`src/rtl/adc_trig_pkg.sv`:
```
package adc_trig_pkg;
  // Source code selecting a carrier-count comparison for a slot.
  localparam int unsigned SRC_PHASE = 0;
  // Number of dead-time event inputs.
  localparam int unsigned NUM_DT_DEF = 6;
endpackage

```
`src/rtl/adc_trig_rst_sync.sv`:
```
module adc_trig_rst_sync (
  input  logic clk,
  input  logic rst_n,
  output logic rst_n_sync
);
  logic [1:0] sync_q;

  always_ff @(posedge clk or negedge rst_n) begin
    if (!rst_n) begin
      sync_q <= 2'b00;
    end else begin
      sync_q <= {sync_q[0], 1'b1};
    end
  end

  assign rst_n_sync = sync_q[1];
endmodule

```
`src/rtl/adc_trig_lane.sv`:
```
module adc_trig_lane #(
  parameter int SLOTS  = 8,
  parameter int CNT_W  = 16,
  parameter int DATA_W = 12,
  parameter int ADDR_W = 5,
  parameter int NUM_DT = 6,
  parameter int LANE   = 0,
  localparam int SLOT_W = $clog2(SLOTS),
  localparam int SRC_W  = $clog2(NUM_DT + 2)
) (
  input  logic                     clk,
  input  logic                     rst_n,
  input  logic                     half_start,
  input  logic [CNT_W-1:0]         pwm_cnt,
  input  logic [NUM_DT-1:0]        dt_evt,
  input  logic                     net_sync,
  input  logic [SLOTS-1:0]         slot_en,
  input  logic [SLOTS*SRC_W-1:0]   slot_src,
  input  logic [SLOTS*CNT_W-1:0]   slot_phase,
  input  logic                     adc_done,
  input  logic [DATA_W-1:0]        adc_data,
  output logic                     adc_start,
  output logic [SLOT_W-1:0]        adc_slot,
  output logic                     wr_en,
  output logic [ADDR_W-1:0]        wr_addr,
  output logic [DATA_W-1:0]        wr_data,
  output logic                     lane_done
);
  import adc_trig_pkg::*;

  localparam int PTR_W  = SLOT_W + 1;
  localparam int EVT_N  = 2 ** SRC_W;
  localparam logic [ADDR_W-1:0] BASE = ADDR_W'(LANE * SLOTS);

  // Event vector indexed by source code; code 0 is handled by the comparator.
  logic [EVT_N-1:0] evt_vec;
  always_comb begin
    evt_vec = '0;
    evt_vec[NUM_DT:1]   = dt_evt;
    evt_vec[NUM_DT + 1] = net_sync;
  end

  logic [SLOTS-1:0] hit;
  for (genvar s = 0; s < SLOTS; s++) begin : g_slot
    logic [SRC_W-1:0] code;
    assign code   = slot_src[s*SRC_W +: SRC_W];
    assign hit[s] = (code == SRC_W'(SRC_PHASE))
                    ? (pwm_cnt == slot_phase[s*CNT_W +: CNT_W])
                    : evt_vec[code];
  end

  // State registers
  logic [SLOTS-1:0]  fired_q, pending_q, done_q;
  logic              busy_q, stale_q, start_q, wr_en_q;
  logic [SLOT_W-1:0] cur_q;
  logic [PTR_W-1:0]  ptr_q;
  logic [ADDR_W-1:0] wr_addr_q;
  logic [DATA_W-1:0] wr_data_q;

  // Next-state signals
  logic [SLOTS-1:0]  fired_d, pending_d, done_d, fire, pend_avail;
  logic              busy_d, stale_d, launch, finish, write;
  logic [SLOT_W-1:0] cur_d, pick;
  logic [PTR_W-1:0]  ptr_d;

  // Lowest pending slot wins.
  always_comb begin
    pick = '0;
    for (int i = SLOTS - 1; i >= 0; i--) begin
      if (pend_avail[i]) pick = SLOT_W'(i);
    end
  end

  always_comb begin
    pend_avail = half_start ? '0 : pending_q;
    fire       = slot_en & hit & (half_start ? {SLOTS{1'b1}} : ~fired_q);
    fired_d    = (half_start ? '0 : fired_q) | fire;
    launch     = !busy_q && (|pend_avail);
    finish     = busy_q && adc_done;
    write      = finish && !stale_q;

    pending_d = pend_avail | fire;
    if (launch) pending_d[pick] = 1'b0;

    busy_d  = busy_q;
    cur_d   = cur_q;
    stale_d = stale_q;
    if (launch) begin
      busy_d  = 1'b1;
      cur_d   = pick;
      stale_d = 1'b0;
    end else if (finish) begin
      busy_d  = 1'b0;
      stale_d = 1'b0;
    end else if (half_start && busy_q) begin
      stale_d = 1'b1;
    end

    ptr_d  = half_start ? '0 : (write ? ptr_q + PTR_W'(1) : ptr_q);
    done_d = half_start ? '0
             : (done_q | (write ? (SLOTS'(1) << cur_q) : '0));
  end

  always_ff @(posedge clk or negedge rst_n) begin
    if (!rst_n) begin
      fired_q   <= '0;
      pending_q <= '0;
      done_q    <= '0;
      busy_q    <= 1'b0;
      stale_q   <= 1'b0;
      start_q   <= 1'b0;
      wr_en_q   <= 1'b0;
      cur_q     <= '0;
      ptr_q     <= '0;
      wr_addr_q <= '0;
      wr_data_q <= '0;
    end else begin
      fired_q   <= fired_d;
      pending_q <= pending_d;
      done_q    <= done_d;
      busy_q    <= busy_d;
      stale_q   <= stale_d;
      start_q   <= launch;
      wr_en_q   <= write;
      cur_q     <= cur_d;
      ptr_q     <= ptr_d;
      if (write) begin
        wr_addr_q <= BASE + ADDR_W'(ptr_q[SLOT_W-1:0]);
        wr_data_q <= adc_data;
      end
    end
  end

  assign adc_start = start_q;
  assign adc_slot  = cur_q;
  assign wr_en     = wr_en_q;
  assign wr_addr   = wr_addr_q;
  assign wr_data   = wr_data_q;
  assign lane_done = ((done_q & slot_en) == slot_en);
endmodule

```
`src/rtl/adc_trig_irq.sv`:
```
module adc_trig_irq #(
  parameter int NUM_ADC = 4
) (
  input  logic               clk,
  input  logic               rst_n,
  input  logic               half_start,
  input  logic [NUM_ADC-1:0] lane_done,
  input  logic               any_en,
  output logic               irq
);
  logic sent_q, irq_q, sent_d, irq_d;

  always_comb begin
    irq_d  = (&lane_done) && any_en && !sent_q && !half_start;
    sent_d = half_start ? 1'b0 : (sent_q | irq_d);
  end

  always_ff @(posedge clk or negedge rst_n) begin
    if (!rst_n) begin
      sent_q <= 1'b0;
      irq_q  <= 1'b0;
    end else begin
      sent_q <= sent_d;
      irq_q  <= irq_d;
    end
  end

  assign irq = irq_q;
endmodule

```
`src/rtl/adc_trig_seq.sv`:
```
module adc_trig_seq #(
  parameter int NUM_ADC = 4,
  parameter int SLOTS   = 8,
  parameter int CNT_W   = 16,
  parameter int DATA_W  = 12,
  parameter int NUM_DT  = adc_trig_pkg::NUM_DT_DEF,
  localparam int SLOT_W = $clog2(SLOTS),
  localparam int SRC_W  = $clog2(NUM_DT + 2),
  localparam int ADDR_W = $clog2(NUM_ADC * SLOTS),
  localparam int TOT    = NUM_ADC * SLOTS
) (
  input  logic                      clk,
  input  logic                      rst_n,
  input  logic                      half_start,
  input  logic [CNT_W-1:0]          pwm_cnt,
  input  logic [NUM_DT-1:0]         dt_evt,
  input  logic                      net_sync,
  input  logic [TOT-1:0]            cfg_en,
  input  logic [TOT*SRC_W-1:0]      cfg_src,
  input  logic [TOT*CNT_W-1:0]      cfg_phase,
  output logic [NUM_ADC-1:0]        adc_start,
  output logic [NUM_ADC*SLOT_W-1:0] adc_slot,
  input  logic [NUM_ADC-1:0]        adc_done,
  input  logic [NUM_ADC*DATA_W-1:0] adc_data,
  output logic [NUM_ADC-1:0]        wr_en,
  output logic [NUM_ADC*ADDR_W-1:0] wr_addr,
  output logic [NUM_ADC*DATA_W-1:0] wr_data,
  output logic                      irq
);
  logic               rst_n_int;
  logic [NUM_ADC-1:0] lane_done;

  adc_trig_rst_sync u_rst (
    .clk        (clk),
    .rst_n      (rst_n),
    .rst_n_sync (rst_n_int)
  );

  for (genvar a = 0; a < NUM_ADC; a++) begin : g_lane
    adc_trig_lane #(
      .SLOTS  (SLOTS),
      .CNT_W  (CNT_W),
      .DATA_W (DATA_W),
      .ADDR_W (ADDR_W),
      .NUM_DT (NUM_DT),
      .LANE   (a)
    ) u_lane (
      .clk        (clk),
      .rst_n      (rst_n_int),
      .half_start (half_start),
      .pwm_cnt    (pwm_cnt),
      .dt_evt     (dt_evt),
      .net_sync   (net_sync),
      .slot_en    (cfg_en[a*SLOTS +: SLOTS]),
      .slot_src   (cfg_src[a*SLOTS*SRC_W +: SLOTS*SRC_W]),
      .slot_phase (cfg_phase[a*SLOTS*CNT_W +: SLOTS*CNT_W]),
      .adc_done   (adc_done[a]),
      .adc_data   (adc_data[a*DATA_W +: DATA_W]),
      .adc_start  (adc_start[a]),
      .adc_slot   (adc_slot[a*SLOT_W +: SLOT_W]),
      .wr_en      (wr_en[a]),
      .wr_addr    (wr_addr[a*ADDR_W +: ADDR_W]),
      .wr_data    (wr_data[a*DATA_W +: DATA_W]),
      .lane_done  (lane_done[a])
    );
  end

  adc_trig_irq #(.NUM_ADC(NUM_ADC)) u_irq (
    .clk        (clk),
    .rst_n      (rst_n_int),
    .half_start (half_start),
    .lane_done  (lane_done),
    .any_en     (|cfg_en),
    .irq        (irq)
  );
endmodule

```
`config.mk`:
```
export PLATFORM = sky130hd
export DESIGN_NAME = adc_trig_seq
export DESIGN_NICKNAME = d
export VERILOG_FILES = /design/src/rtl/adc_trig_pkg.sv /design/src/rtl/adc_trig_rst_sync.sv /design/src/rtl/adc_trig_lane.sv /design/src/rtl/adc_trig_irq.sv /design/src/rtl/adc_trig_seq.sv
export SDC_FILE = /design/constraint.sdc
export NUM_CORES = 1
export LEC_CHECK = 0
export CORE_AREA = 2 2 314 316
export DETAILED_ROUTE_END_ITERATION = 8
export DIE_AREA = 0 0 316 318
export DONT_BUFFER_PORTS = 1
export PLACE_DENSITY = 0.38
export SLEW_MARGIN = 0
export SYNTH_ARGS = -nofsm -noshare
export SYNTH_HDL_FRONTEND = slang
export SYNTH_HIERARCHICAL = 1
export SYNTH_SLANG_ARGS = --single-unit
```
`constraint.sdc`:
```
create_clock -name clk -period 10.4 [get_ports clk]
set_clock_uncertainty 0.1 [all_clocks]
set_input_delay 2.08 -clock clk [delete_from_list [all_inputs] [get_ports clk]]
set_output_delay 2.08 -clock clk [all_outputs]
set_load 0.02 [all_outputs]
```
# After elaboration in Yosys (flattened, before gate mapping)

Index checks and enable logic that the tools add are counted.

Register bits: 210
Latch bits: 0
RAM bits: 0
ROM bits: 0
Word-level logic and storage cells: 443
Memories: 0

Add/subtract/negate cells: 7
Multipliers: 0
Div/mod/pow operators: 0
Order comparisons: 40
Equality and inequality tests: 36
Shifts and indexed selects: 4
Muxes and demuxes: 189
Bitwise operators: 37
Reduce and logical (&&, ||, !) cells: 83

Operators by type and width:

| cell                  | number |
|---|---|
| $eq A16 B16 Y1        | 32 |
| $mux W8               | 24 |
| $lt A3 B4 Y1 const B  | 36 |
| $and A8 B8 Y8         | 16 |
| $bmux W1 S3           | 32 |
| $logic_not A3 Y1      | 32 |
| $mux W3               | 32 |
| $or A8 B8 Y8          | 12 |
| $mux W1               | 89 |
| $not A8 Y8            | 8 |
| $eq A8 B8 Y1          | 4 |
| $mux W4               | 8 |
| $reduce_or A32 Y1     | 1 |
| $reduce_or A8 Y1      | 4 |
| $shl A1 B3 Y8 const A | 4 |
| $logic_and A1 B1 Y1   | 23 |
| $add A4 B1 Y4 const B | 4 |
| $reduce_bool A2 Y1    | 8 |
| $demux W1 S3          | 4 |
| $ge A3 B1 Y1 const B  | 4 |
| $reduce_bool A3 Y1    | 4 |
| $logic_not A1 Y1      | 10 |
| $add A4 B3 Y5 const A | 1 |
| $add A4 B4 Y5 const A | 1 |
| 3 further kinds       | 3 |

# Depth between registers and ports, before layout

Gate-level depths: netlist of run 1.

Depth in word-level cells: 16
Gate-level depth with buffers: 8
Mapped depth without buffers: 6

# Hierarchy

The synthesis of run 1 kept the hierarchy.

By module, submodules not included:

| module                                | times used | cells each | area an instance (sq um) | sequential area each (sq um) |
|---|---|---|---|---|
| adc_trig_lane at g_lane[1].u_lane ... | 2          | 431        | 4170.2                   | 1251.2 |
| adc_trig_lane at g_lane[0].u_lane     | 1          | 430        | 4146.5                   | 1226.2 |
| adc_trig_lane at g_lane[3].u_lane     | 1          | 466        | 4110.2                   | 1251.2 |
| adc_trig_irq                          | 1          | 7          | 97.6                     | 50.0 |
| adc_trig_seq                          | 1          | 11         | 75.1                     | 0.0 |
| adc_trig_rst_sync                     | 1          | 3          | 53.8                     | 50.0 |

# Least setup slack after synthesis of run 1

Ideal clock, no wire load.

Path type: input to register
From: input port pwm_cnt[9]
To: register g_lane[3].u_lane.fired_q[3]
Library setup time: 0.122 ns
Arrival: 3.170 ns
Slack: 7.008 ns
Stages: 6
Cell sequence: buf_2 xnor2_1 nand4_1 nor4_1 or4_1 a32o_1

Word-level cells in the longest chain between the ends: 5

Ends and longest elaborated chain:

| element                         | RTL line             | source |
|---|---|---|
| start, declared                 | adc_trig_seq.sv:15   | `input logic [CNT_W-1:0] pwm_cnt,` |
| $eq A16 B16 Y1                  | adc_trig_lane.sv:48  | `? (pwm_cnt == slot_phase[s*CNT_W +: CNT_W])` |
| $mux W1                         | adc_trig_lane.sv:48  |  |
| $and A8 B8 Y8 (2 in series)     | adc_trig_lane.sv:76  | `fire = slot_en & hit & (half_start ? {SLOTS{1'b1}} : ~fired_q);` |
| $or A8 B8 Y8                    | adc_trig_lane.sv:77  | `fired_d = (half_start ? '0 : fired_q) \| fire;` |
| via g_lane[3].u_lane.fired_d[3] | adc_trig_lane.sv:61  | `logic [SLOTS-1:0] fired_d, pending_d, done_d, fire, pend_avail;` |
| end signal, assigned            | adc_trig_lane.sv:118 | `fired_q <= fired_d;` |
| end, declared                   | adc_trig_lane.sv:53  | `logic [SLOTS-1:0] fired_q, pending_q, done_q;` |

The timed path passes the listed nets, and every way through them passes these cells.
A chain may end at the register's enable or synchronous reset.

# Worst setup path in the final report of run 1

From: input port pwm_cnt[13]
To: register g_lane[2].u_lane.pending_q[1]

Word-level cells in the longest chain between the ends: 7

Ends and longest elaborated chain:

| element                           | RTL line             | source |
|---|---|---|
| $eq A16 B16 Y1 (*)                | adc_trig_lane.sv:48  |  |
| $mux W1 (*)                       | adc_trig_lane.sv:48  |  |
| $and A8 B8 Y8 (*) (2 in series)   | adc_trig_lane.sv:76  |  |
| $or A8 B8 Y8 (*)                  | adc_trig_lane.sv:82  | `pending_d = pend_avail \| fire;` |
| $and A8 B8 Y8 (no source line)    | n/a                  |  |
| $mux W8 (*)                       | adc_trig_lane.sv:83  | `if (launch) pending_d[pick] = 1'b0;` |
| via g_lane[2].u_lane.pending_d[1] | adc_trig_lane.sv:61  |  |
| end signal, assigned              | adc_trig_lane.sv:119 | `pending_q <= pending_d;` |
| end, declared                     | adc_trig_lane.sv:53  |  |

The timed path passes the listed nets; every way through them passes the cells marked *.

==> impl_results.md, run 1 <==
- Max-Slew Margin vs Limit: 22.54%
- Number of global-route vias before repair: 14970
- Post-CTS sizing: 0
- Port Buf Inserts: 0
- Global-route track usage on met3: 3.567%
- Routed WL per cell: 26.88 um
- Pre-CTS setup slack: 6.068 ns
- Fraction of final layout cells sized beyond drive strength 1: 10.58%
- Antenna violations before repair: 6
- Synth Area per Inst: 9.457 um^2
- Final design utilization: 19.26%
- Most common cell after layout, fill and taps aside: xnor2_1
- Final slew viol count: 0
- EDFF count, synth: 0
- Crit Path Class: input pin to flip-flop
- Netlist cell types: 70
- Final instance area: 0.01877 mm^2
- Cell area after synthesis: 0.01682 mm^2
- CTS Root Cell: clkbuf_16
- First-pass GRT wire length: 112100 um
- Final min period: 3.659 ns
- Dpl cell area: 0.01788 mm^2
- Iter 0 DRT Violations: 963
- Most frequent cells in the layout: xnor2_1, dfrtp_1, nand2_1
- Vias after detailed routing: 14240
- Met2 Usage GRT: 26.15%
- Tot Pwr: 3.005 mW
- Pwr Density: 160.1 mW/mm^2
- Crit-path slowest cell: nor4_2
- Total gr overflow: 0
- Slowest stage delay, CP: 0.90 ns
- DIE AREA: 0.1005 mm^2
- Die W: 316 um
- Setup Buffers After CTS: 0
- CTS Buf Count: 24
- Max Clock Freq: 273.3 MHz
- Critical path launch point type: input pin
- Clock latency on the worst-skew pair: 0.55 ns
- Global Route Usage Sum: 15.38%
- Cell Chain, Critical Path: xnor2_1 > nand4_1 > nor4_2 > nor4_1 > o31ai_2
- Met1 usage: 19.13%
- Largest net degree at the start of global routing: 153
- Area share of the largest cell type after synthesis: 30.19%
- Tightest Pin Transition: 1.161 ns
- Starting density of the core: 17.27%
- Reg2reg start: g_lane[1].u_lane/busy_q
- Fill count: 10730
- Clock Path Buffers: 3
- Ports: 807
- Fin Setup TNS: 0 ns
- CP endpoint kind: flip-flop
- Critical path origin: pwm_cnt[13]
- Hold-fix buffers, CTS: 0
- H-tree depth: 1
- Gpl congestion: 0.9172
- Maximum VDD drop: 0.00009829 V
- Final net count: 2434
- Maxcap violations: 0
- Cell row count: 115
- Hold Path Class: flip-flop to flip-flop
- Status: finished clean
- Ys Warns: 6
- Final cycle utilization of the critical path: 35.18%
- GR peak layer: met2
- Die Y: 318 um
- PnR worst setup slack: 6.741 ns
- Area growth syn-to-layout: 11.54%
- Yosys top cell by area: dfrtp_1
- Final Hold Viols: 0
- Cells after synthesis: 1779
- Post-synthesis register bit count: 203
- Final wirelength: 81120 um
- Arrival time of the worst setup path: 4.00 ns
- Seq/Total Area, Yosys: 30.19%
- Antenna viol nets, final: 0
- Reg clk slew, reported paths: 0.06 ns
- Core ar.: 0.09741 mm^2
- Synth area leaders: dfrtp_1, xnor2_1, nand4_1, mux4_2, mux2_2
- Min-delay src: u_rst/sync_q[0]
- Detailed placement HPWL: 63450 um
- CP Max Fanout: 32
- CTS tree: done
- DRT Pass-1 Iters: 7
- Leak Pwr: 6.456 nW
- Final setup viols: 0
- Unrepaired setup endpoints after global routing: false
- Drt drc: 0
- Main flop type after synthesis: dfrtp_1
- Sink Count: 203
- Data required time of the worst path: 10.74 ns
- Ys async rst share: 100.0%
- Via-per-instance ratio: 4.718
-- critical path, delay by kind of cell --
family	cells	cell delay (ns)
xor+xnor	1	0.34
simple gates	3	1.23
compound gates	1	0.28
-- sequential cells by signal, indices dropped and copies added (netlist names) --
signal / cells
u_rst/sync_q: 2
g_lane.u_lane/wr_data: 48
g_lane.u_lane/stale_q: 4
g_lane.u_lane/wr_addr: 15
g_lane.u_lane/busy_q: 4
g_lane.u_lane/adc_start: 4
g_lane.u_lane/adc_slot: 12
g_lane.u_lane/pending_q: 32
u_irq/sent_q: 1
g_lane.u_lane/wr_en: 4
g_lane.u_lane/ptr_q: 12
g_lane.u_lane/done_q: 32
g_lane.u_lane/fired_q: 32
u_irq/irq: 1
-- layer usage --
layer | vias to the layer above | part of all wire, %
met5 | - | 0
met4 | 0 | 3.0
met3 | 132 | 8.0
met2 | 733 | 48
met1 | 7216 | 41
li1 | 6159 | -
-- worst paths after layout --
kind                                                  to  slack [ns]  depth (start not counted)
min                                      u_rst/sync_q[1]        0.26                          0
min reg2reg                              u_rst/sync_q[1]        0.26                          0
max in group asynchronous       g_lane[1].u_lane/stale_q        8.50                          1
max reg2reg                  g_lane[1].u_lane/wr_data[7]        8.05                          3
min in group asynchronous    g_lane[3].u_lane/wr_data[6]        0.27                          0
max                        g_lane[2].u_lane/pending_q[1]        6.74                          5
-- cells in the mapped netlist (9+ instances only) --
cell	instances
buf_6	27
a221o_1	17
o41ai_1	17
a31oi_1	18
o21ai_1	11
mux2i_1	35
a221oi_1	9
nand4_1	130
mux4_2	32
buf_2	27
a211oi_1	9
nor2b_1	10
a22oi_1	11
mux2_2	51
nand2_1	145
nor2_1	117
xnor2_1	516
nor4_1	59
dfrtp_1	203
inv_1	45
buf_4	26
clkbuf_1	18
nand2b_1	21
a21oi_1	41
o22ai_1	17
o21ai_0	15
-- cells by family (layout without fill, tap and decap cells) --
family	count (synthesis)	count (layout)	share of synthesized area, %
simple gates	535	535	16.23
xor+xnor	520	520	27.07
compound gates	240	240	10.85
flops	203	203	30.19
buf+inv	155	105	5.489
mux	118	118	9.780
fa+ha+maj	4	4	0.2975
other cells	4	6	0.08922
-- per-stage QoR --
step / hold WS (ns) / std cells
3_5_place_dp: 0.2403 / 2973
4_1_cts: 0.2655 / 3017
6_report: 0.2628 / 3018
3_3_place_gp: 0.2416 / 2973
5_1_grt: 0.2810 / 3017
2_1_floorplan: 0.2312 / 1780
-- report_power, final --
| group | switching (mW) | leakage, nW | internal, mW |
|---|---|---|---|
| registers | 0.372 | 2.58 | 0.982 |
| clock network | 0.373 | 0.431 | 0.588 |
| logic | 0.313 | 3.44 | 0.377 |
| total | 1.06 | 6.46 | 1.95 |
-- area by class of cell --
class	count	area (um^2)	area share, %
antenna	1	2.502	0.01334
clock buffer	31	678.2	3.614
clock inverter	13	209.0	1.113
inverter	47	176.4	0.9401
multi-input combinational	1422	10890	58.02
sequential	203	5084	27.09
tap	1287	1610	8.581
timing repair buffer	14	117.6	0.6268
No activity file was read; power rests on OpenSTA's default activity.
==> run 2, diff against run 1 <==
clock period = 3.8 ns   (was 10.4 ns; I/O delays follow)
==> run 2 against run 1 <==
Net effect:
- wire length decreased by 0.15%
- flip-flop and latch count unchanged
- core utilization about the same
- die area unchanged
- first-iteration DRC count increased by 3.7%
- count of clock-buffer cells in the layout increased by 4
- worst setup slack got worse by 5.2 ns
- critical path depth unchanged
- largest cell class unchanged
- highest routed layer is now met5
==> impl_results.md, run 2 (synthesis results as in run 1) <==
- Status: finished clean
- Pwr Density: 428.6 mW/mm^2
- Final net count: 2444
- Antenna violations before repair: 7
- Sink Count: 203
- Routed WL per cell: 26.77 um
- Total gr overflow: 0
- Largest register FFs: 48
- Crit-path slowest cell: nor2_2
- Crit path depth: 5
- Reg2reg path depth: 5
- Max Clock Freq: 436.0 MHz
- Gpl congestion: 0.9223
- Post-CTS sizing: 0
- Ports: 807
- Top delay family on crit path: simple AND/OR/NAND/NOR gates
- Maximum VDD drop: 0.0002782 V
- Internal power: 5.193 mW
- Most common cell after layout, fill and taps aside: xnor2_1
- Largest net degree at the start of global routing: 104
- Fin Setup TNS: 0 ns
- Fraction of final layout cells sized beyond drive strength 1: 10.93%
- Final cycle utilization of the critical path: 60.35%
- Psw: 2.861 mW
- DIE AREA: 0.1005 mm^2
- Switching fraction of total power: 35.52%
- CP endpoint kind: flip-flop
- Final slew viol count: 0
- Hold-fix buffers, CTS: 1
- H-tree depth: 1
- DRT Pass-1 Iters: 5
- Hold slack: 0.1806 ns
- Number of diodes: 0
- Arrival time of the worst setup path: 2.62 ns
- Worst hold stages: 1
- Placed Cells: 2981
- First-pass GRT wire length: 111500 um
- Crit Path Class: flip-flop to flip-flop
- Global Route Usage Sum: 15.33%
- Final wirelength: 81000 um
- Hold Path Class: input pin to flip-flop
- CTS tree: done
- Clock latency on the worst-skew pair: 0.55 ns
- Area growth syn-to-layout: 11.71%
- Starting density of the core: 17.27%
- Fill count: 10730
- CP Max Fanout: 21
- Clk pwr share: 30.5%
- Gate power share: 23.5%
- Iter 0 DRT Violations: 999
- Slowest stage delay, CP: 0.83 ns
- Vias after detailed routing: 14210
- Reg clk slew, reported paths: 0.06 ns
- Final min period: 2.293 ns
- Detailed placement HPWL: 63940 um
- Final Hold Viols: 0
- CTS Root Cell: clkbuf_16
- Cell row count: 115
- Tightest Pin Transition: 1.065 ns
- Port Buf Inserts: 0
- Clock Path Buffers: 3
- Via-per-instance ratio: 4.697
- Die W: 316 um
- Cell Chain, Critical Path: nand2_1 > nor2_2 > buf_4 > mux2i_1 > nor2_1
- CTS Buf Count: 25
- Unrepaired setup endpoints after global routing: false
- WP buf/inv: 1
- Sequential share of power: 46.0%
- Maxcap violations: 0
- Max-Slew Margin vs Limit: 28.93%
- Number of global-route vias before repair: 14590
- Setup Buffers After CTS: 0
- Final Non-Filler Cells: 3026
- Core ar.: 0.09741 mm^2
- Drt drc: 0
- Die Y: 318 um
- Final setup viols: 0
- Most frequent cells in the layout: xnor2_1, dfrtp_1, nand2_1
- Critical path launch point type: flip-flop
- Tot Pwr: 8.054 mW
- Leak Pwr: 6.480 nW
- Data required time of the worst path: 4.13 ns
- Antenna viol nets, final: 0
[run 2: through the flow]
step                area, um^2  setup slack (ns)  util (%)
floorplan                16830            0.3563         -
global placement         17950            0.9733     18.43
detailed placement       17950            0.9425     18.43
CTS                      18790             1.476     19.29
global route             18790             1.295     19.29
finish                   18790             1.507     19.29
[run 2: path summary, 6_finish.rpt]
kind / start / to / slack (ns)
worst max-delay path: g_lane[2].u_lane/busy_q / g_lane[2].u_lane/ptr_q[1] / 1.51
max in group asynchronous: u_rst/sync_q[1] / g_lane[1].u_lane/wr_data[4] / 2.27
worst min-delay path: half_start / g_lane[1].u_lane/done_q[0] / 0.18
worst min register to register: u_rst/sync_q[0] / u_rst/sync_q[1] / 0.26
worst max register to register: g_lane[2].u_lane/busy_q / g_lane[2].u_lane/ptr_q[1] / 1.51
min in group asynchronous: u_rst/sync_q[1] / g_lane[3].u_lane/wr_data[6] / 0.31
[run 2: layout make-up]
type                            instances  area, um^2  area share, %
Inverter                               47       176.4         0.9387
Sequential cell                       203        5084          27.05
Clock inverter                          9       111.4         0.5925
Multi-Input combinational cell       1422       10890          57.94
Clock buffer                           35       723.2          3.848
Tap cell                             1287        1610          8.569
Timing Repair Buffer                   23       200.2          1.065
[run 2: worst reg2reg max path: stages (launching register included)]
cell and delay, ns:
dfrtp_1 0.57, nand2_1 0.18, nor2_2 0.83, buf_4 0.27
mux2i_1 0.18, nor2_1 0.05
[run 2: layer usage]
metal	vias to the layer above	routed length, um	GRT usage, %
met1	7185	32510	18.88
li1	6204	-	-
met2	725	39190	26.10
met3	98	7267	4.076
met4	2	2019	4.181
met5	-	12	0
[run 2: power by group through the flow]
stage          clock network [mW]  logic, mW  registers [mW]
2_1_floorplan                   0       1.74            3.54
3_3_place_gp                    0       1.85            3.74
3_5_place_dp                    0       1.90            3.75
4_1_cts                      2.57       1.91            3.72
5_1_grt                      2.64       2.11            3.79
6_report                     2.46       1.89            3.70
